[config.mk]
export PLATFORM = sky130hd
export DESIGN_NAME = iac_ctrl
export DESIGN_NICKNAME = d
export VERILOG_FILES = /design/src/rtl/iac_pkg.sv /design/src/rtl/iac_sram.sv /design/src/rtl/iac_cntbank.sv /design/src/rtl/iac_engine.sv /design/src/rtl/iac_ctrl.sv
export SDC_FILE = /design/constraint.sdc
export NUM_CORES = 2
export LEC_CHECK = 0
export BUFFER_PORTS_ARGS = -buffer_cell sky130_fd_sc_hd__buf_2
export CORE_MARGIN = 3
export CORE_UTILIZATION = 63
export DETAILED_ROUTE_END_ITERATION = 10
export PLACE_DENSITY = 0.87
export SLEW_MARGIN = 20
export SYNTH_ARGS = -nofsm -noshare
export SYNTH_HDL_FRONTEND = slang
export SYNTH_SLANG_ARGS = --single-unit
[constraint.sdc]
create_clock -name clk -period 4.55 [get_ports clk]
set_clock_uncertainty 0.1 [all_clocks]
set_input_delay 1.1375 -clock clk [delete_from_list [all_inputs] [get_ports clk]]
set_output_delay 1.1375 -clock clk [all_outputs]
set_load 0.02 [all_outputs]
[src/rtl/iac_pkg.sv]
package iac_pkg;

  typedef enum logic [1:0] {
    XK_MRD  = 2'd0,
    XK_MWR  = 2'd1,
    XK_CNT  = 2'd2,
    XK_CELL = 2'd3
  } xfer_kind_t;

  localparam logic [3:0] RA_ADR0  = 4'd0;
  localparam logic [3:0] RA_ADR1  = 4'd1;
  localparam logic [3:0] RA_ADR2  = 4'd2;
  localparam logic [3:0] RA_DATA  = 4'd3;
  localparam logic [3:0] RA_MCTL  = 4'd4;
  localparam logic [3:0] RA_TEN   = 4'd5;
  localparam logic [3:0] RA_LINK  = 4'd6;
  localparam logic [3:0] RA_CCMD  = 4'd7;
  localparam logic [3:0] RA_CV0   = 4'd8;
  localparam logic [3:0] RA_CV1   = 4'd9;
  localparam logic [3:0] RA_CV2   = 4'd10;
  localparam logic [3:0] RA_XCMD  = 4'd11;
  localparam logic [3:0] RA_XFILL = 4'd12;
  localparam logic [3:0] RA_STAT  = 4'd13;
  localparam logic [3:0] RA_IEN   = 4'd14;

  localparam logic [7:0] UNLOCK_KEY = 8'h29;
  localparam logic [7:0] LINK_KEY   = 8'h10;
  localparam int         GO_BIT     = 6;
  localparam int         RDY_BIT    = 7;

  // pick one byte of a 24-bit value, 0 = least significant
  function automatic logic [7:0] byte_of(logic [23:0] v, logic [1:0] n);
    case (n)
      2'd0:    return v[7:0];
      2'd1:    return v[15:8];
      default: return v[23:16];
    endcase
  endfunction

endpackage

[src/rtl/iac_sram.sv]
module iac_sram #(
  parameter int AW = 6,
  parameter int DW = 8
) (
  input  logic          clk,
  input  logic          rst_n,
  input  logic          we,
  input  logic [AW-1:0] waddr,
  input  logic [DW-1:0] wdata,
  input  logic [AW-1:0] raddr,
  output logic [DW-1:0] rdata
);
  localparam int DEPTH = 1 << AW;

  logic [DW-1:0] mem [DEPTH];

  always_ff @(posedge clk) begin
    if (!rst_n) begin
      for (int i = 0; i < DEPTH; i++) mem[i] <= '0;
    end else if (we) begin
      mem[waddr] <= wdata;
    end
  end

  assign rdata = mem[raddr];
endmodule

[src/rtl/iac_cntbank.sv]
module iac_cntbank #(
  parameter int NUM = 4,
  parameter int W   = 24,
  parameter int SW  = 2
) (
  input  logic           clk,
  input  logic           rst_n,
  input  logic [NUM-1:0] inc,
  input  logic [SW-1:0]  sel,
  output logic [W-1:0]   value
);
  logic [W-1:0] cnt [NUM];

  for (genvar g = 0; g < NUM; g++) begin : g_cnt
    always_ff @(posedge clk) begin
      if (!rst_n)      cnt[g] <= '0;
      else if (inc[g]) cnt[g] <= cnt[g] + 1'b1;
    end
  end

  assign value = cnt[sel];
endmodule

[src/rtl/iac_engine.sv]
module iac_engine
  import iac_pkg::*;
#(
  parameter int MEM_LAT    = 3,
  parameter int CNT_LAT    = 4,
  parameter int CELL_BYTES = 53,
  parameter int CELL_STEP  = 4,
  parameter int IW         = 6
) (
  input  logic          clk,
  input  logic          rst_n,
  input  logic          start,
  input  xfer_kind_t    kind_in,
  output logic          busy,
  output xfer_kind_t    kind,
  output logic          step,
  output logic          fin,
  output logic [IW-1:0] idx
);
  localparam int LEN_A  = (MEM_LAT > CNT_LAT) ? MEM_LAT : CNT_LAT;
  localparam int MAXLEN = (LEN_A > CELL_STEP) ? LEN_A : CELL_STEP;
  localparam int PW     = $clog2(MAXLEN + 1);

  logic [PW-1:0] phase;

  // cycles spent on one step of a transfer of the given kind
  function automatic logic [PW-1:0] len_of(xfer_kind_t k);
    case (k)
      XK_CNT:  return PW'(CNT_LAT);
      XK_CELL: return PW'(CELL_STEP);
      default: return PW'(MEM_LAT);
    endcase
  endfunction

  // index of the final step
  function automatic logic [IW-1:0] last_of(xfer_kind_t k);
    return (k == XK_CELL) ? IW'(CELL_BYTES - 1) : '0;
  endfunction

  assign step = busy && (phase == len_of(kind) - PW'(1));
  assign fin  = step && (idx == last_of(kind));

  always_ff @(posedge clk) begin
    if (!rst_n) begin
      busy  <= 1'b0;
      kind  <= XK_MRD;
      phase <= '0;
      idx   <= '0;
    end else if (!busy) begin
      if (start) begin
        busy  <= 1'b1;
        kind  <= kind_in;
        phase <= '0;
        idx   <= '0;
      end
    end else if (step) begin
      phase <= '0;
      if (fin) busy <= 1'b0;
      else     idx  <= idx + 1'b1;
    end else begin
      phase <= phase + 1'b1;
    end
  end

  AST_FIN_ENDS_BUSY: assert property (@(posedge clk) disable iff (!rst_n)
    fin |=> !busy);

  AST_IDX_IN_RANGE: assert property (@(posedge clk) disable iff (!rst_n)
    busy |-> (idx <= IW'(CELL_BYTES - 1)));
endmodule

[src/rtl/iac_ctrl.sv]
module iac_ctrl
  import iac_pkg::*;
#(
  parameter int NUM_CNT    = 4,
  parameter int CNT_W      = 24,
  parameter int MEM_AW     = 6,
  parameter int MEM_LAT    = 3,
  parameter int CNT_LAT    = 4,
  parameter int CELL_BYTES = 53,
  parameter int CELL_STEP  = 4
) (
  input  logic               clk,
  input  logic               rst_n,
  input  logic               reg_we,
  input  logic [3:0]         reg_addr,
  input  logic [7:0]         reg_wdata,
  output logic [7:0]         reg_rdata,
  input  logic [NUM_CNT-1:0] cnt_evt,
  output logic               irq
);
  localparam int IW = (CELL_BYTES > 1) ? $clog2(CELL_BYTES) : 1;
  localparam int SW = (NUM_CNT > 1) ? $clog2(NUM_CNT) : 1;

  // staging (processor side)
  logic [7:0]  adr0, adr1, adr2, wr_stg, ten_q, link_q;
  logic        unlocked;
  // transfer copies (engine side)
  logic [23:0] xfer_addr, cnt_copy;
  logic [7:0]  xfer_data, rd_copy;
  logic [SW-1:0] cnt_sel;
  logic        mem_rdy, cnt_rdy, cell_rdy;
  logic [1:0]  status, irq_en;
  logic [7:0]  cellbuf [CELL_BYTES];
  logic [IW-1:0] fill_ptr;

  // named internal events
  logic        wr_mctl, mem_cmd, cnt_cmd, cell_cmd, cmd_req, accept, collide;
  logic        unlock_hit, lock_drop;
  xfer_kind_t  req_kind;
  logic        busy, step, fin;
  xfer_kind_t  kind;
  logic [IW-1:0] idx;
  logic [CNT_W-1:0] cnt_val;
  logic        sram_we;
  logic [MEM_AW-1:0] slot;
  logic [7:0]  sram_wdata, sram_rdata;

  // memory location for step off of a transfer based at base
  function automatic logic [MEM_AW-1:0] mem_slot(logic [23:0] base, logic [IW-1:0] off);
    logic [23:0] s;
    s = base + 24'(off);
    return s[MEM_AW-1:0];
  endfunction

  assign wr_mctl    = reg_we && (reg_addr == RA_MCTL);
  assign unlock_hit = wr_mctl && (reg_wdata == UNLOCK_KEY) && ten_q[7] && (link_q == LINK_KEY);
  assign lock_drop  = reg_we && (reg_addr == RA_TEN) && !reg_wdata[7];
  assign mem_cmd    = wr_mctl && reg_wdata[GO_BIT] && unlocked;
  assign cnt_cmd    = reg_we && (reg_addr == RA_CCMD) && reg_wdata[GO_BIT];
  assign cell_cmd   = reg_we && (reg_addr == RA_XCMD) && reg_wdata[GO_BIT];
  assign cmd_req    = mem_cmd || cnt_cmd || cell_cmd;
  assign accept     = cmd_req && !busy;
  assign collide    = cmd_req && busy;

  always_comb begin
    if (mem_cmd)      req_kind = reg_wdata[0] ? XK_MWR : XK_MRD;
    else if (cnt_cmd) req_kind = XK_CNT;
    else              req_kind = XK_CELL;
  end

  iac_engine #(
    .MEM_LAT(MEM_LAT), .CNT_LAT(CNT_LAT), .CELL_BYTES(CELL_BYTES),
    .CELL_STEP(CELL_STEP), .IW(IW)
  ) u_engine (
    .clk(clk), .rst_n(rst_n), .start(accept), .kind_in(req_kind),
    .busy(busy), .kind(kind), .step(step), .fin(fin), .idx(idx)
  );

  iac_cntbank #(.NUM(NUM_CNT), .W(CNT_W), .SW(SW)) u_cnt (
    .clk(clk), .rst_n(rst_n), .inc(cnt_evt), .sel(reg_wdata[SW-1:0]), .value(cnt_val)
  );

  assign slot       = mem_slot(xfer_addr, idx);
  assign sram_we    = step && ((kind == XK_MWR) || (kind == XK_CELL));
  assign sram_wdata = (kind == XK_CELL) ? cellbuf[idx] : xfer_data;

  iac_sram #(.AW(MEM_AW), .DW(8)) u_sram (
    .clk(clk), .rst_n(rst_n), .we(sram_we), .waddr(slot), .wdata(sram_wdata),
    .raddr(slot), .rdata(sram_rdata)
  );

  // cell buffer fill
  always_ff @(posedge clk) begin
    if (!rst_n) begin
      for (int i = 0; i < CELL_BYTES; i++) cellbuf[i] <= '0;
      fill_ptr <= '0;
    end else if (accept && (req_kind == XK_CELL)) begin
      fill_ptr <= '0;
    end else if (reg_we && (reg_addr == RA_XFILL)) begin
      cellbuf[fill_ptr] <= reg_wdata;
      fill_ptr <= (fill_ptr == IW'(CELL_BYTES - 1)) ? '0 : fill_ptr + 1'b1;
    end
  end

  // staging, unlock, copies, ready bits, status
  always_ff @(posedge clk) begin
    if (!rst_n) begin
      adr0 <= '0; adr1 <= '0; adr2 <= '0; wr_stg <= '0;
      ten_q <= '0; link_q <= '0; unlocked <= 1'b0;
      xfer_addr <= '0; xfer_data <= '0; rd_copy <= '0;
      cnt_copy <= '0; cnt_sel <= '0;
      mem_rdy <= 1'b1; cnt_rdy <= 1'b1; cell_rdy <= 1'b1;
      status <= '0; irq_en <= '0;
    end else begin
      if (reg_we) begin
        case (reg_addr)
          RA_ADR0: adr0   <= reg_wdata;
          RA_ADR1: adr1   <= reg_wdata;
          RA_ADR2: adr2   <= reg_wdata;
          RA_DATA: wr_stg <= reg_wdata;
          RA_TEN:  ten_q  <= reg_wdata;
          RA_LINK: link_q <= reg_wdata;
          RA_IEN:  irq_en <= reg_wdata[1:0];
          default: ;
        endcase
      end
      if (unlock_hit)     unlocked <= 1'b1;
      else if (lock_drop) unlocked <= 1'b0;

      if (accept) begin
        xfer_addr <= {adr2, adr1, adr0};
        xfer_data <= wr_stg;
        case (req_kind)
          XK_CNT: begin
            cnt_rdy  <= 1'b0;
            cnt_copy <= 24'(cnt_val);
            cnt_sel  <= reg_wdata[SW-1:0];
          end
          XK_CELL: cell_rdy <= 1'b0;
          default: mem_rdy  <= 1'b0;
        endcase
      end

      if (step && (kind == XK_MRD)) rd_copy <= sram_rdata;

      if (fin) begin
        case (kind)
          XK_CNT:  cnt_rdy  <= 1'b1;
          XK_CELL: cell_rdy <= 1'b1;
          default: mem_rdy  <= 1'b1;
        endcase
      end

      if (reg_we && (reg_addr == RA_STAT)) status <= (status & reg_wdata[1:0]) | {collide, fin};
      else                                 status <= status | {collide, fin};
    end
  end

  assign irq = |(status & irq_en);

  always_comb begin
    reg_rdata = '0;
    case (reg_addr)
      RA_ADR0:  reg_rdata = adr0;
      RA_ADR1:  reg_rdata = adr1;
      RA_ADR2:  reg_rdata = adr2;
      RA_DATA:  reg_rdata = rd_copy;
      RA_MCTL:  begin reg_rdata[RDY_BIT] = mem_rdy; reg_rdata[0] = unlocked; end
      RA_TEN:   reg_rdata = ten_q;
      RA_LINK:  reg_rdata = link_q;
      RA_CCMD:  begin reg_rdata[RDY_BIT] = cnt_rdy; reg_rdata[SW-1:0] = cnt_sel; end
      RA_CV0:   reg_rdata = byte_of(cnt_copy, 2'd0);
      RA_CV1:   reg_rdata = byte_of(cnt_copy, 2'd1);
      RA_CV2:   reg_rdata = byte_of(cnt_copy, 2'd2);
      RA_XCMD:  reg_rdata[RDY_BIT] = cell_rdy;
      RA_STAT:  reg_rdata[1:0] = status;
      RA_IEN:   reg_rdata[1:0] = irq_en;
      default:  reg_rdata = '0;
    endcase
  end

  AST_LOCKED_NO_MEMOP: assert property (@(posedge clk) disable iff (!rst_n)
    ($rose(busy) && ((kind == XK_MRD) || (kind == XK_MWR))) |-> $past(unlocked));

  AST_MWR_RDY_LOW: assert property (@(posedge clk) disable iff (!rst_n)
    (busy && (kind == XK_MWR)) |-> !mem_rdy);

  AST_COPY_HELD: assert property (@(posedge clk) disable iff (!rst_n)
    (busy && $past(busy) && (kind == XK_CNT)) |-> $stable(cnt_copy));

  AST_COLLIDE_FLAG: assert property (@(posedge clk) disable iff (!rst_n)
    collide |=> status[1]);

  AST_DONE_FLAG: assert property (@(posedge clk) disable iff (!rst_n)
    fin |=> status[0]);
endmodule

Word level (Yosys, flattened, before mapping)
Memories as Yosys holds them, arrays and structs flattened. A register that Yosys moved wholly into a read port is not among the register bits.
Cells that the tools add are included.
- word-level logic and storage cells: 185
- memories: 3
- register bits after elaboration: 90
- RAM bits: 1032
- memories (memory ; words ; bits a word ; rd ports ; clocked after memory_dff ; write ports ; line ; text):
    u_sram.mem ; 64 ; 8 ; 1 ; 1 ; 64 ; iac_sram.sv:15 ; logic [DW-1:0] mem [DEPTH];
    cellbuf ; 53 ; 8 ; 1 ; 1 ; 53 ; iac_ctrl.sv:33 ; logic [7:0] cellbuf [CELL_BYTES];
    u_cnt.cnt ; 4 ; 24 ; 5 ; 1 ; 4 ; iac_cntbank.sv:12 ; logic [W-1:0] cnt [NUM];
- bitwise operators: 10
- reduce and logical (&&, ||, !) cells: 48
- $add $sub $neg: 9
- equality and inequality tests: 26
- muxes and demuxes: 69
- operators with widths (cell ; count):
    24-bit by 1-bit adder with 24-bit output, second input constant ; 4
    24-bit 2-to-1 mux ; 4
    6-bit 2-to-1 mux ; 10
    5-bit one-hot mux with 9 select lines ; 1
    1-bit 2-to-1 mux ; 42
    4-bit == test, second input constant ; 7
    8-bit 2-to-1 mux ; 3
    1-bit one-hot mux with 12 select lines ; 2
    1-bit logical AND ; 21
    2-bit AND reduction ; 9
    4-bit by 3-bit == test with 1-bit output, second input constant ; 4
    8-bit OR reduction ; 2
    1-bit one-hot mux with 13 select lines ; 1
    6-bit by 1-bit adder with 6-bit output, second input constant ; 2
    3-bit 2-to-1 mux ; 4
    2-bit == test, second input constant ; 4
    4-bit by 2-bit == test with 1-bit output, second input constant ; 2
    8-bit by 5-bit == test with 1-bit output, second input constant ; 1
    8-bit by 6-bit == test with 1-bit output, second input constant ; 1
    2-bit OR reduction ; 4
    6-bit adder ; 1
    6-bit == test ; 1
    6-bit == test, second input constant ; 1
    2-bit bitwise AND ; 2
    16 further kinds ; 29

Depth between registers and ports, before layout
- word-level depth: 13
- gate-level depth with buffers: 11

Modules after synthesis
From an unflattened synthesis, not the netlist that was laid out.
- cell total of the unflattened synthesis: 4340
- area, all modules: 58682.5 µm²
- modules (own cells, without submodules) (module ; area each (µm²) ; instances ; cells each):
    iac_ctrl ; 28477.3 ; 1 ; 2179
    iac_sram ; 23782.8 ; 1 ; 1569
    iac_cntbank ; 5809.3 ; 1 ; 522
    iac_engine ; 613.1 ; 1 ; 70

Worst setup path before layout
Ideal clock, no wire load.
- path type: input -> output
- start: input reg_addr[3]
- end: output reg_rdata[2]
- setup slack: 216 ps
- data arrival time: 3096 ps
- stages: 8
- data required time: 3313 ps
- buffers on the path: 4
- path through: clkbuf_1 clkbuf_1 buf_1 clkbuf_1 nand3_1 a21oi_1 a211oi_1 o21ai_0
- cells in the longest elaborated chain, start to end: 2
- ends and longest elaborated chain (item ; line ; text):
    from (decl) ; iac_ctrl.sv:15 ; input logic [3:0] reg_addr,
    4-bit == test (tied with other cells) ; iac_ctrl.sv:163 ; case (reg_addr)
    5-bit one-hot mux with 9 select lines (*) ; iac_ctrl.sv:163 ;
    to (decl) ; iac_ctrl.sv:17 ; output logic [7:0] reg_rdata,
Mark *: on every way between the ends. The rest lies on a longest branch, timed or not.

Worst setup path after layout
- start: input reg_addr[3]
- end: output reg_rdata[7]
- cells in the longest elaborated chain, start to end: 2
- ends and longest elaborated chain (item ; line):
    4-bit == test (tied with other cells) ; iac_ctrl.sv:163
    1-bit one-hot mux with 12 select lines (*) ; iac_ctrl.sv:163
Marked as above.

==> run summary <==
DRC: 0
Worst path slowest cell: o221ai_1
Main synth FF type: edfxtp_1
Hold Buf Count CTS: 0
Final setup fails: 0
Die Height: 309 um
Post-route clock period utilization: 0.983
Initial DRC Count: 5381
Area of the multi-input gates: 20100 um^2
Final hold viol count: 0
Antenna violations before repair: 11
Ys async rst share: 0
Ports: 28
Crit path max fanout: 20
Slew Limit Fails: 0
Reg2reg path depth: 7
Post-place setup slack: 0.127 ns
Distinct cells, synth: 75
Clk_lat worst skew: 0.73 ns
Worst relative slew slack: 0.256
Unrepaired setup endpoints after global routing: false
Register clock-pin slew on the reported worst setup and hold paths: 0.06 ns
CTS tree: yes
Most common library cell in the layout ignoring fill and taps: edfxtp_1
Maximum clock rate: 224 MHz
Crit start category: input port
Count of state elements after synthesis: 1248
Via Count: 38136
HP Start: cnt_copy[2]
Antenna-violating nets left: 0
CTS-repair resized insts: 0
Rows: 110
Hold path endpoint: cnt_copy[2]
Max-cap violations: 0
Root Driver: clkbuf_16
Clock power share: 0.414
YS warnings: 0
Worst hold margin: 0.370 ns
GPL Wtd Cong: 0.942
Core Box Area: 90600 um^2
WS Path Type: in -> out
R2r endpoint: u_sram.mem[14][1]
GRT Residual Overflow: 0
Bufs and invs on worst path: 4
Syn Inst Count: 4520
VDD IR max: 0.606 mV
Setup tns final: 0 ns
Area Overhead vs Synth: 9.32%
Postcts setup bufs: 0
Initial Util: 0.640
Period minus WS final: 4.47 ns
Crit. End Element: primary output
Sw Ratio: 0.213
Fillers: 5599
Via density: 6.57
CTS H-tree depth: 3
Die Wd: 309 um
Seq pwr share: 0.549
HPWL Detailed: 92.2 mm
Top Family by Delay on Critical Path: buffers and inverters
Vias in the first global route: 37279
Most frequent cells in the layout: edfxtp_1, nor2_1, and2_1
R2R setup slack: 0.55 ns
Cell leakage power: 20.7 nW
Sequential-to-total area share from yosys stat: 0.625
Hold Path Depth: 2
Hold/Removal Path Class: reg -> reg
Reg area: 36200 um^2
Power Dens Cells: 376 nW/um^2
Worst setup margin: 0.0773 ns
Worst-path cell chain: buf_2 > buf_4 > nor2b_1 > a22oi_1 > nor2_1 > a31oi_1 > o221ai_1 > buf_4 > buf_2
Number of synthesized flops with an enable pin: 1120
Worst path arrival time: 3.24 ns
Nets: 4554
Slew @ Worst Pin: 1.10 ns
Drt pass-1 iters: 6
Avg Cell Area, Syn: 12.8 um^2
Switching power: 5.08 mW
Clock Sink Count: 1248
Share of cells above drive strength 1: 0.123
Longest Clk Path Bufs: 3
CP max stage delay: 0.47 ns
Post-Syn Area: 57900 um^2
Crit Reg-Reg Startpoint: u_engine.idx[2]
Internal power: 18.8 mW
CTS Buf Count: 119
# port buffers: 27
Synth Net Count: 4554
Full die area: 95700 um^2
Worst EP required: 3.31 ns
Wire per inst: 25.2 um
Status: finished, final reports clean
First-pass GRT wire length: 222 mm
GR Util All Layers: 0.306
Pin count of the biggest net entering global routing: 179
Combinational power share: 0.037
Routed WL: 146 mm
## kinds of logic after synthesis
kind of cell	count (synthesis)	share of synthesized area
AND/OR/NAND/NOR	1903	0.157
flip-flops	1248	0.625
multiplexers	493	0.117
AO/OA/AOI/OAI	440	0.0537
buffers and inverters	330	0.0299
XOR/XNOR	91	0.0139
adder cells (fa/ha/maj)	15	0.00337
## synthesized netlist by cell type (all sizes together), types with 81 or more instances
master	instances	share of area
edfxtp	1120	0.58
nor2	715	0.047
and2	434	0.047
nand2	393	0.025
mux2i	328	0.057
clkbuf	177	0.011
mux4	140	0.056
buf	136	0.017
dfxtp	128	0.044
o21ai	108	0.0093
nand3	97	0.0084
a22oi	89	0.012
a21oi	84	0.0073
nor2b	81	0.0087
## stage by stage
step           area (um^2)  cells  power (mW)   util
5_1_grt              63300   5804        24.4  0.699
4_1_cts              63300   5798        23.9  0.699
2_1_floorplan        57900   4520        13.8      -
6_report             63300   5805        23.8  0.699
3_3_place_gp         59500   5575        14.1  0.657
3_5_place_dp         59500   5575        14.2  0.657
## final cells by class
cell class                      count  share of cell area
Sequential cell                  1248               0.571
Tap cell                         1176              0.0232
Multi-Input combinational cell   2942               0.317
Antenna cell                        7            0.000277
Inverter                           17             0.00101
Timing Repair Buffer              192              0.0258
Clock inverter                     66              0.0105
Clock buffer                      157              0.0506
## power groups by stage
stage	registers [mW]	clock network (mW)	logic [mW]
finish	13.1	9.87	0.872
global route	13.1	10.4	0.927
CTS	13.1	9.90	0.858
detailed placement	13.3	0	0.848
global placement	13.3	0	0.823
floorplan	13.2	0	0.548
## worst register-to-register path: cells and delay by family, from the launching register on
family	cells	cell delay, ns
and+or+nand+nor	4	2.01
AOI/OAI and AO/OA	1	0.26
DFF	1	0.52
buffers and inverters	1	0.35
adders and majority gates	1	0.42
## per-layer routing
| layer | GRT usage | wire (um) | vias up | part of all wire |
|---|---|---|---|---|
| li1 | - | - | 16486 | - |
| met4 | 0.136 | 7000 | 8 | 0.048 |
| met2 | 0.485 | 68800 | 2566 | 0.47 |
| met1 | 0.407 | 52600 | 18586 | 0.36 |
| met5 | 0 | 42 | - | 0.00029 |
| met3 | 0.0745 | 17800 | 490 | 0.12 |
## how the worst max path moves through the flow
stage	start	to	slack, ns	depth (start not counted)
final	reg_addr[3]	reg_rdata[7]	0.08	9
after global routing	reg_addr[3]	reg_rdata[7]	0.04	9
after CTS	reg_addr[3]	reg_rdata[7]	0.12	9
after detailed placement	reg_addr[3]	reg_rdata[7]	0.13	9
after global placement	reg_addr[3]	reg_rdata[7]	0.11	9
after floorplan	reg_addr[3]	reg_rdata[2]	0.22	8
## state kept, by name (all words and copies together), names as in the netlist, 3 cells and up, named ones only
signal and flops:
cellbuf 512, u_sram.mem 512, u_cnt.cnt 96, cnt_copy 24, adr0 8, adr1 8, adr2 8, link_q 8
rd_copy 8, ten_q 8, wr_stg 8, xfer_data 8, fill_ptr 6, u_engine.idx 6, xfer_addr 6, u_engine.phase 3
(Power assumes the default switching activity.)
